**src/rtl/rxcs_pkg.sv**
```systemverilog
package rxcs_pkg;

   localparam logic [7:0] PROTO_TCP = 8'd6;
   localparam logic [7:0] PROTO_UDP = 8'd17;

   typedef enum logic [1:0] {
      L3_OTHER = 2'd0,
      L3_IPV4  = 2'd1,
      L3_IPV6  = 2'd2
   } l3_kind_e;

   typedef struct packed {
      logic [1:0]  l3;
      logic        v6_frag;
      logic [12:0] frag_off;
      logic        more_frag;
      logic [7:0]  proto;
      logic [15:0] udp_csum;
      logic [15:0] ip_id;
      logic [31:0] hash;
   } hdr_t;

   typedef struct packed {
      logic udpv;
      logic udpcs;
      logic l4cs;
      logic keep_sum;
   } stat_t;

   // 16-bit one's complement add with end-around carry folded in
   function automatic logic [15:0] oc_add(input logic [15:0] a, input logic [15:0] b);
      logic [16:0] s;
      s = {1'b0, a} + {1'b0, b};
      return s[15:0] + {15'd0, s[16]};
   endfunction

endpackage

```
**src/rtl/rxcs_sum_acc.sv**
```systemverilog
module rxcs_sum_acc
   import rxcs_pkg::*;
#(
   parameter int BEAT_BYTES = 4,
   localparam int DATA_W = 8 * BEAT_BYTES,
   localparam int CNT_W  = $clog2(BEAT_BYTES + 1)
) (
   input  logic              clk,
   input  logic              rst_n,
   input  logic              in_valid,
   input  logic              in_sof,
   input  logic              in_eof,
   input  logic [DATA_W-1:0] in_data,
   input  logic [CNT_W-1:0]  in_nbytes,
   output logic [15:0]       sum_final
);

   initial begin
      a_cfg_beat_bytes: assert (BEAT_BYTES == 1 || (BEAT_BYTES % 2 == 0 && BEAT_BYTES <= 64))
         else $error("BEAT_BYTES must be 1 or an even count up to 64");
   end

   logic [15:0] acc_q;
   logic [15:0] base_acc;

   assign base_acc = in_sof ? 16'd0 : acc_q;

   generate
      if (BEAT_BYTES == 1) begin : g_byte
         logic       have_hi_q;
         logic [7:0] hi_q;
         logic       base_have;
         logic [15:0] paired;

         assign base_have = in_sof ? 1'b0 : have_hi_q;
         assign paired    = oc_add(base_acc, {hi_q, in_data});

         always_comb begin
            if (in_eof && in_nbytes == '0) begin
               sum_final = base_have ? oc_add(base_acc, {hi_q, 8'h00}) : base_acc;
            end else if (base_have) begin
               sum_final = paired;
            end else begin
               sum_final = oc_add(base_acc, {in_data, 8'h00});
            end
         end

         always_ff @(posedge clk) begin
            if (!rst_n) begin
               acc_q     <= '0;
               hi_q      <= '0;
               have_hi_q <= 1'b0;
            end else if (in_valid) begin
               if (in_eof) begin
                  acc_q     <= '0;
                  have_hi_q <= 1'b0;
               end else if (base_have) begin
                  acc_q     <= paired;
                  have_hi_q <= 1'b0;
               end else begin
                  acc_q     <= base_acc;
                  hi_q      <= in_data;
                  have_hi_q <= 1'b1;
               end
            end
         end
      end else begin : g_word
         localparam int WORDS = BEAT_BYTES / 2;
         logic [DATA_W-1:0] masked;
         logic [15:0]       partial;

         always_comb begin
            for (int k = 0; k < BEAT_BYTES; k++) begin
               if (!in_eof || CNT_W'(k) < in_nbytes) begin
                  masked[DATA_W-1-8*k -: 8] = in_data[DATA_W-1-8*k -: 8];
               end else begin
                  masked[DATA_W-1-8*k -: 8] = 8'h00;
               end
            end
            partial = 16'd0;
            for (int j = 0; j < WORDS; j++) begin
               partial = oc_add(partial, masked[DATA_W-1-16*j -: 16]);
            end
         end

         assign sum_final = oc_add(base_acc, partial);

         always_ff @(posedge clk) begin
            if (!rst_n) begin
               acc_q <= '0;
            end else if (in_valid) begin
               acc_q <= in_eof ? 16'd0 : sum_final;
            end
         end
      end
   endgenerate

   // the last beat never claims more bytes than the beat carries
   a_r6_nbytes_range: assert property (@(posedge clk) disable iff (!rst_n)
      (in_valid && in_eof) |-> (in_nbytes <= CNT_W'(BEAT_BYTES)));

endmodule

```
**src/rtl/rxcs_classify.sv**
```systemverilog
module rxcs_classify
   import rxcs_pkg::*;
(
   input  hdr_t  hdr,
   input  logic  frag_mode,
   output stat_t stat
);

   logic is_frag;
   logic is_first;
   logic is_udp;
   logic is_tcp;

   assign is_frag  = (hdr.frag_off != 13'd0) || hdr.more_frag;
   assign is_first = (hdr.frag_off == 13'd0) && hdr.more_frag;
   assign is_udp   = (hdr.proto == PROTO_UDP);
   assign is_tcp   = (hdr.proto == PROTO_TCP);

   always_comb begin
      stat = '0;
      case (l3_kind_e'(hdr.l3))
         L3_IPV4: begin
            if (!is_frag) begin
               stat.udpcs = is_udp;
               stat.l4cs  = is_udp || is_tcp;
            end else if (frag_mode) begin
               stat.udpcs    = 1'b1;
               stat.keep_sum = 1'b1;
               stat.udpv     = is_first && is_udp && (hdr.udp_csum != 16'd0);
            end
         end
         L3_IPV6: begin
            stat.l4cs = !hdr.v6_frag && is_tcp;
         end
         default: begin
            stat = '0;
         end
      endcase
   end

endmodule

```
**src/rtl/rxcs_status_reg.sv**
```systemverilog
module rxcs_status_reg
   import rxcs_pkg::*;
#(
   parameter int WORD_W = 32,
   localparam int HALF_W = WORD_W / 2
) (
   input  logic              clk,
   input  logic              rst_n,
   input  logic              fire,
   input  logic              frag_mode,
   input  stat_t             stat,
   input  logic [15:0]       sum,
   input  logic [HALF_W-1:0] ip_id,
   input  logic [WORD_W-1:0] hash,
   output logic              out_valid,
   output logic [WORD_W-1:0] out_desc_word,
   output logic              out_udpv,
   output logic              out_udpcs,
   output logic              out_l4cs
);

   initial begin
      a_cfg_word_w: assert (WORD_W == 32) else $error("WORD_W must be 32");
   end

   logic [WORD_W-1:0] word_d;

   assign word_d = frag_mode ? {ip_id, (stat.keep_sum ? sum : 16'd0)} : hash;

   always_ff @(posedge clk) begin
      if (!rst_n) begin
         out_valid     <= 1'b0;
         out_desc_word <= '0;
         out_udpv      <= 1'b0;
         out_udpcs     <= 1'b0;
         out_l4cs      <= 1'b0;
      end else begin
         out_valid <= fire;
         if (fire) begin
            out_desc_word <= word_d;
            out_udpv      <= stat.udpv;
            out_udpcs     <= stat.udpcs;
            out_l4cs      <= stat.l4cs;
         end
      end
   end

   // strobe follows a last beat by exactly one cycle
   a_r8_valid_after_eof: assert property (@(posedge clk) disable iff (!rst_n)
      fire |=> out_valid);
   a_r8_quiet_otherwise: assert property (@(posedge clk) disable iff (!rst_n)
      !fire |=> !out_valid);
   // the hash is passed through untouched outside fragment mode
   a_r1_hash_passthru: assert property (@(posedge clk) disable iff (!rst_n)
      (fire && !frag_mode) |=> (out_desc_word == $past(hash)));
   // UDP-valid only ever comes with the fragment flag pattern
   a_r5_udpv_pattern: assert property (@(posedge clk) disable iff (!rst_n)
      (out_valid && out_udpv) |-> (out_udpcs && !out_l4cs));

endmodule

```
**src/rtl/rx_frag_csum.sv**
```systemverilog
module rx_frag_csum
   import rxcs_pkg::*;
#(
   parameter int BEAT_BYTES = 4,
   localparam int DATA_W = 8 * BEAT_BYTES,
   localparam int CNT_W  = $clog2(BEAT_BYTES + 1)
) (
   input  logic              clk,
   input  logic              rst_n,
   input  logic              cfg_hash_sel,
   input  logic              cfg_pay_csum_en,
   input  logic              in_valid,
   input  logic              in_sof,
   input  logic              in_eof,
   input  logic [DATA_W-1:0] in_data,
   input  logic [CNT_W-1:0]  in_nbytes,
   input  logic [1:0]        hdr_l3,
   input  logic              hdr_v6_frag,
   input  logic [12:0]       hdr_frag_off,
   input  logic              hdr_more_frag,
   input  logic [7:0]        hdr_proto,
   input  logic [15:0]       hdr_udp_csum,
   input  logic [15:0]       hdr_ip_id,
   input  logic [31:0]       hash_in,
   output logic              out_valid,
   output logic [31:0]       out_desc_word,
   output logic              out_udpv,
   output logic              out_udpcs,
   output logic              out_l4cs
);

   hdr_t        hdr_live;
   hdr_t        hdr_q;
   hdr_t        hdr_eff;
   stat_t       stat;
   logic [15:0] sum_final;
   logic        frag_mode;
   logic        fire;

   assign hdr_live = '{l3: hdr_l3, v6_frag: hdr_v6_frag, frag_off: hdr_frag_off,
                       more_frag: hdr_more_frag, proto: hdr_proto,
                       udp_csum: hdr_udp_csum, ip_id: hdr_ip_id, hash: hash_in};
   assign hdr_eff   = in_sof ? hdr_live : hdr_q;
   assign frag_mode = !cfg_hash_sel && cfg_pay_csum_en;
   assign fire      = in_valid && in_eof;

   always_ff @(posedge clk) begin
      if (!rst_n) begin
         hdr_q <= '0;
      end else if (in_valid && in_sof) begin
         hdr_q <= hdr_live;
      end
   end

   rxcs_sum_acc #(.BEAT_BYTES(BEAT_BYTES)) acc_i (
      .clk       (clk),
      .rst_n     (rst_n),
      .in_valid  (in_valid),
      .in_sof    (in_sof),
      .in_eof    (in_eof),
      .in_data   (in_data),
      .in_nbytes (in_nbytes),
      .sum_final (sum_final)
   );

   rxcs_classify cls_i (
      .hdr       (hdr_eff),
      .frag_mode (frag_mode),
      .stat      (stat)
   );

   rxcs_status_reg #(.WORD_W(32)) st_i (
      .clk           (clk),
      .rst_n         (rst_n),
      .fire          (fire),
      .frag_mode     (frag_mode),
      .stat          (stat),
      .sum           (sum_final),
      .ip_id         (hdr_eff.ip_id),
      .hash          (hdr_eff.hash),
      .out_valid     (out_valid),
      .out_desc_word (out_desc_word),
      .out_udpv      (out_udpv),
      .out_udpcs     (out_udpcs),
      .out_l4cs      (out_l4cs)
   );

   // UDP-valid and L4-checksum never appear together
   a_r3_udpv_l4_exclusive: assert property (@(posedge clk) disable iff (!rst_n)
      out_valid |-> !(out_udpv && out_l4cs));
   // a non-IPv4 frame never raises the UDP-checksum flag
   a_r2_nonv4_no_udpcs: assert property (@(posedge clk) disable iff (!rst_n)
      (fire && hdr_eff.l3 != L3_IPV4) |=> !out_udpcs);

endmodule

```
**config.mk**
```make
export PLATFORM = sky130hd
export DESIGN_NAME = rx_frag_csum
export DESIGN_NICKNAME = d
export VERILOG_FILES = /design/src/rtl/rxcs_pkg.sv /design/src/rtl/rxcs_sum_acc.sv /design/src/rtl/rxcs_classify.sv /design/src/rtl/rxcs_status_reg.sv /design/src/rtl/rx_frag_csum.sv
export SDC_FILE = /design/constraint.sdc
export NUM_CORES = 1
export LEC_CHECK = 0
export ABC_AREA = 1
export BUFFER_PORTS_ARGS = -buffer_cell sky130_fd_sc_hd__buf_2
export CAP_MARGIN = 20
export CELL_PAD_IN_SITES_DETAIL_PLACEMENT = 0
export CELL_PAD_IN_SITES_GLOBAL_PLACEMENT = 1
export CORE_ASPECT_RATIO = 0.75
export CORE_MARGIN = 2
export CORE_UTILIZATION = 43
export CTS_BUF_LIST = sky130_fd_sc_hd__clkbuf_8
export DETAILED_ROUTE_END_ITERATION = 8
export GPL_ROUTABILITY_DRIVEN = 0
export PLACE_DENSITY = 0.95
export SYNTH_ARGS = -nofsm -noshare
export SYNTH_HDL_FRONTEND = slang
export SYNTH_SLANG_ARGS = --single-unit
export TNS_END_PERCENT = 20
```
**constraint.sdc**
```tcl
create_clock -name clk -period 8.9 [get_ports clk]
set_input_delay 0 -clock clk [delete_from_list [all_inputs] [get_ports clk]]
set_output_delay 0 -clock clk [all_outputs]
set_load 0.005 [all_outputs]
```
=== Yosys cells after proc, flatten, opt, wreduce, memory -nomap -nowiden ===
Index checks and enable logic that the tools add are counted.

* Input bits: 131
* Register bits after elaboration: 141
* Output and inout bits: 36
* Word-level logic and storage cells: 63

* $add $sub $neg: 4
* Muxes and demuxes: 18
* Equal/unequal tests: 4
* Reduce and logical (&&, ||, !) cells: 19
* Magnitude comparators: 4

{| class="wikitable"
|+ Operators with widths
! kind !! count
|-
| $mux W89 || 1
|-
| $mux W16 || 3
|-
| $add A16 B16 Y17 || 2
|-
| $add A16 B1 Y16 || 2
|-
| $mux W32 || 1
|-
| $mux W8 || 4
|-
| $reduce_bool A16 Y1 || 1
|-
| $logic_not A13 Y1 || 1
|-
| $reduce_bool A13 Y1 || 1
|-
| $eq A8 B3 Y1 const B || 1
|-
| $eq A8 B5 Y1 const B || 1
|-
| $logic_and A1 B1 Y1 || 7
|-
| $logic_or A1 B1 Y1 || 6
|-
| $lt A1 B3 Y1 const A || 2
|-
| $lt A2 B3 Y1 const A || 2
|-
| $mux W1 || 6
|-
| $mux W2 || 2
|-
| $logic_not A1 Y1 || 3
|-
| $eq A2 B1 Y1 const B || 1
|-
| $eq A2 B2 Y1 const B || 1
|-
| $pmux W1 S2 || 1
|}

=== Longest topological paths before layout ===
* Depth in word-level cells: 9
* Mapped depth: 52
* Mapped depth without buffers: 52

=== Cells and area by module ===
A second synthesis with hierarchy kept.

* Cells, all modules: 1723
* Area, all modules: 10107.2 um^2

{| class="wikitable"
|+ Modules (own cells, without submodules)
! module !! area an instance (um^2) !! cells an instance !! times used !! sequential area each (um^2)
|-
| rx_frag_csum || 4670.7 || 777 || 1 || 1781.7
|-
| rxcs_sum_acc || 3523.4 || 644 || 1 || 320.3
|-
| rxcs_status_reg || 1640.3 || 242 || 1 || 720.7
|-
| rxcs_classify || 272.8 || 60 || 1 || 0.0
|}

=== Worst setup path after synthesis ===
No wires, ideal clock.

* Kind: input -> register
* Start point: input port in_eof
* End point: register st_i.out_desc_word[12]
* Slack: 3079 ps
* Buffers on the path: 0
* Data arrival time: 5751 ps
* Setup time: 70 ps
* Cell stages on the path: 49
* Required time: 8830 ps
* Path through: inv_1 -> nor2_1 -> inv_1 -> nor2_1 -> nand2_1 -> nand2_1 -> inv_1 -> ha_1 -> nand2_1 -> nor2_1 -> nand4_1 -> nand3_1 -> nand2_1 -> nand2_1 -> a21oi_1 -> o21bai_1 -> ha_1 -> ha_1 -> (+13 left out) -> nor2_1 -> and2_1 -> nand2_1 -> nand2_1 -> a21oi_1 -> o21bai_1 -> ha_1 -> ha_1 -> inv_1 -> nor2_1 -> nand3_1 -> nor2_1 -> nand3_2 -> nor2_2 -> nand2_1 -> o21bai_1 -> nand3_1 -> a21oi_1

* Word-level cells in the longest chain between the ends: 9
* Elaborated cells between the ends (all ways): 16
* Those cells by class: add/sub (4); mux (6); reduce/logical (6)

{| class="wikitable"
|+ Ends and longest elaborated chain
! item !! RTL line !! text
|-
| start: declaration || rx_frag_csum.sv:14 || <nowiki>input logic in_eof,</nowiki>
|-
| $logic_not A1 Y1 || rxcs_sum_acc.sv:74 || <nowiki>if (!in_eof || CNT_W'(k) < in_nbytes) begin</nowiki>
|-
| $logic_or A1 B1 Y1 || rxcs_sum_acc.sv:74 ||
|-
| $mux W8 || rxcs_sum_acc.sv:74 ||
|-
| $add A16 B16 Y17 || rxcs_pkg.sv:33 || <nowiki>s = {1'b0, a} + {1'b0, b};</nowiki>
|-
| $add A16 B1 Y16 || rxcs_pkg.sv:34 || <nowiki>return s[15:0] + {15'd0, s[16]};</nowiki>
|-
| $add A16 B16 Y17 || rxcs_pkg.sv:33 ||
|-
| $add A16 B1 Y16 || rxcs_pkg.sv:34 ||
|-
| $mux W16 || rxcs_status_reg.sv:28 || <nowiki>assign word_d = frag_mode ? {ip_id, (stat.keep_sum ? sum : 16'd0)} : hash;</nowiki>
|-
| $mux W32 || rxcs_status_reg.sv:28 ||
|-
| end signal: assignment || rxcs_status_reg.sv:40 || <nowiki>out_desc_word <= word_d;</nowiki>
|-
| end: declaration || rxcs_status_reg.sv:16 || <nowiki>output logic [WORD_W-1:0] out_desc_word,</nowiki>
|}

Parallel ways exist; a longest one is shown, timed or not.
A chain may end at the register's enable or synchronous reset.

=== Worst setup path after layout ===
Same ends and word-level chain as after synthesis.

==> impl_metrics.json <==
{
  "hold_end": "hdr_q[19]",
  "hpwlAfterDp_um": 19000,
  "die_w_um": 171.2,
  "synth_area_um2": 9015,
  "start_util_pct": 44.23,
  "fmax_ghz": 0.1508,
  "path_class": "input pin to flop",
  "worst_pin_slew_ps": 1002,
  "path_clk_slew_ps": 100,
  "fillerInstances": 2035,
  "drive_above_1_share_pct": 14.99,
  "ys_seq_area_share_pct": 31.31,
  "slew-limit-headroom_pct": 33.22,
  "crit_fanout": 8,
  "ys_types": 43,
  "ff2ff_path_depth": 24,
  "hold_depth": 2,
  "cts_max_path_buffers": 2,
  "vias": 9718,
  "grt_pass1_wl_um": 43020,
  "overflow": 0,
  "async_reset_ff_share_pct": 0,
  "ctsResizeCount": 0,
  "p_total_mw": 1.789,
  "placed_cells": 1834,
  "multi_input_area_um2": 5186,
  "yosysTopAreaCell": "dfxtp_1",
  "register_area_um2": 2823,
  "worst_ep_arrival_time_ps": 7000,
  "timing.rr.start": "acc_i.acc_q[0]",
  "die_h_um": 129.4,
  "syn-num-nets": 1611,
  "drtIter0Drc": 708,
  "grt_setup_unrepaired": "false",
  "ys_seq_elements": 141,
  "rows": 45,
  "antenna_found_initial": 0,
  "outcome": "complete, no violations",
  "dieArea_um2": 22150,
  "hold_path_class": "input pin to flop",
  "cts-root-buf": "clkbuf_8",
  "maxCapViolCount": 0,
  "worst_path_most_repeated_cell": "nand2_1",
  "ys.flop_type": "dfxtp_1",
  "avgSynthCellArea_um2": 6.260,
  "final_cells": 1956,
  "worstPathRequired_ps": 9270,
  "grt_pass1_vias": 8768,
  "synth_area_leaders": "dfxtp_1 (31%), nand2_1 (12%), nor2_1 (11%)",
  "setup_violations": 0,
  "numCtsBuffers": 17,
  "drtAntennaViolNets": 0,
  "regToRegEndpoint": "st_i.out_desc_word[12]",
  "drt-total-wl_um": 26700,
  "h-tree-depth": 4,
  "layout.nets": 1832,
  "min_period_over_period_pct": 74.49,
  "slew_viol_final": 0,
  "netlist_instances": 1440,
  "yosys_warnings": 0,
  "first_pass_iters": 5,
  "synth.top_cell.area_share_pct": 31.31,
  "rrSetupSlack_ps": 5300,
  "cts_sinks": 141,
  "ys_top_cells_by_count": "nand2_1 (278), nor2_1 (259), inv_1 (192), o21ai_0 (151), dfxtp_1 (141)",
  "crit_path_end_kind": "flop",
  "track_usage_pct": 24.05,
  "slowest_delay_ps": 400,
  "synth_edf_count": 0,
  "grt_max_degree": 112,
  "via_per_inst": 4.968,
  "postCtsSetupRepairBufs": 0,
  "peakVddDrop_mv": 0.09759,
  "cts_tree": "built",
  "portBuffers": 166,
  "synth.most_common_cell": "nand2_1",
  "start_kind": "input pin",
  "finClkSkew_ps": 19.40,
  "fin_util_pct": 55.70,
  "wl_per_cell_um": 13.65,
  "cp_slowest_cell": "nor2_1",
  "core_um2": 20380,
  "fin_tns_setup_ps": 0,
  "min_period_ps": 6630,
  "ios": 167,
  "powerDensity_nw_per_um2": 157.6,
  "drc": 0,
  "hold_viol": 0,
  "area_growth_pct": 25.93,
  "p_leak_nw": 5.625,
  "hold_buffers": 89,
  "diodes": 0,
  "clock_latency_ps": 430,
  "hp-start": "in_valid"
}
-- state kept, by name (all words and copies together), names as in the netlist --
name and flops:
acc_i.acc_q 16, hdr_q 89, st_i.out_desc_word 32, st_i.out_l4cs 1
st_i.out_udpcs 1, st_i.out_udpv 1, st_i.out_valid 1
-- routing by layer --
layer / up-vias / track usage (%) / part of all wire, %
li1: 5041 / - / -
met4: 0 / 6.082 / 1.3
met1: 4361 / 36.15 / 51
met2: 287 / 35.41 / 41
met3: 29 / 4.215 / 6.4
met5: - / 0 / 0
-- placed cells by master (no fill, tap or decap), types with 5 or more instances in the layout --
master / instances
nand2_1: 277
nor2_1: 258
inv_1: 192
buf_2: 166
o21ai_0: 151
dfxtp_1: 141
a21oi_1: 127
dlygate4sd3_1: 89
nand3_1: 58
ha_1: 38
nand4_1: 20
clkbuf_8: 20
xor2_1: 18
o32ai_1: 12
inv_2: 9
nand2_2: 9
buf_4: 9
inv_6: 7
o21ai_1: 6
o211ai_1: 6
xor2_2: 6
nor2_2: 5
-- worst max-delay path by stage --
stage	from	to	slack, ps	cells past startpoint
5_1_grt	in_eof	st_i.out_desc_word[14]	1250	49
2_1_floorplan	in_eof	st_i.out_desc_word[12]	3080	49
3_3_place_gp	in_eof	st_i.out_desc_word[12]	2170	50
4_1_cts	in_eof	st_i.out_desc_word[12]	2360	50
3_5_place_dp	in_eof	st_i.out_desc_word[12]	1900	49
6_report	in_eof	st_i.out_desc_word[12]	2270	49
-- critical path: cells and delay by family --
kind | cells | cell delay, ps
simple gates | 32 | 4360
fa+ha+maj | 5 | 1350
compound gates | 6 | 790
buf+inv | 6 | 510
-- kinds of logic after synthesis --
kind of cell | Yosys count | share of synthesized area [%]
xor+xnor | 29 | 3.525
buf+inv | 267 | 11.21
compound gates | 318 | 18.96
flops | 141 | 31.31
simple gates | 645 | 29.27
fa+ha+maj | 40 | 5.718
-- final cells by class --
| type | instances | share of cell area (%) |
|---|---|---|
| clock buffer | 20 | 2.425 |
| clock inverter | 12 | 1.091 |
| inverter | 203 | 6.723 |
| multi-input combinational | 1032 | 45.69 |
| sequential | 141 | 24.87 |
| tap | 282 | 3.108 |
| timing repair buffer | 266 | 16.10 |
-- stage by stage --
step	setup WS, ps	cell area [µm²]	hold WS, ps
final	2270	11350	68.26
after global routing	1253	11350	34.40
after CTS	2358	11320	26.12
after detailed placement	1895	10030	264.2
after global placement	2170	10020	261.3
after floorplan	3079	9015	127.6
-- report_power, final --
group / switching, mW / internal, mW
Sequential: 0.0206 / 0.674
Combinational: 0.360 / 0.215
Clock: 0.269 / 0.251
Note: power is estimated with default switching activity, not from simulation.
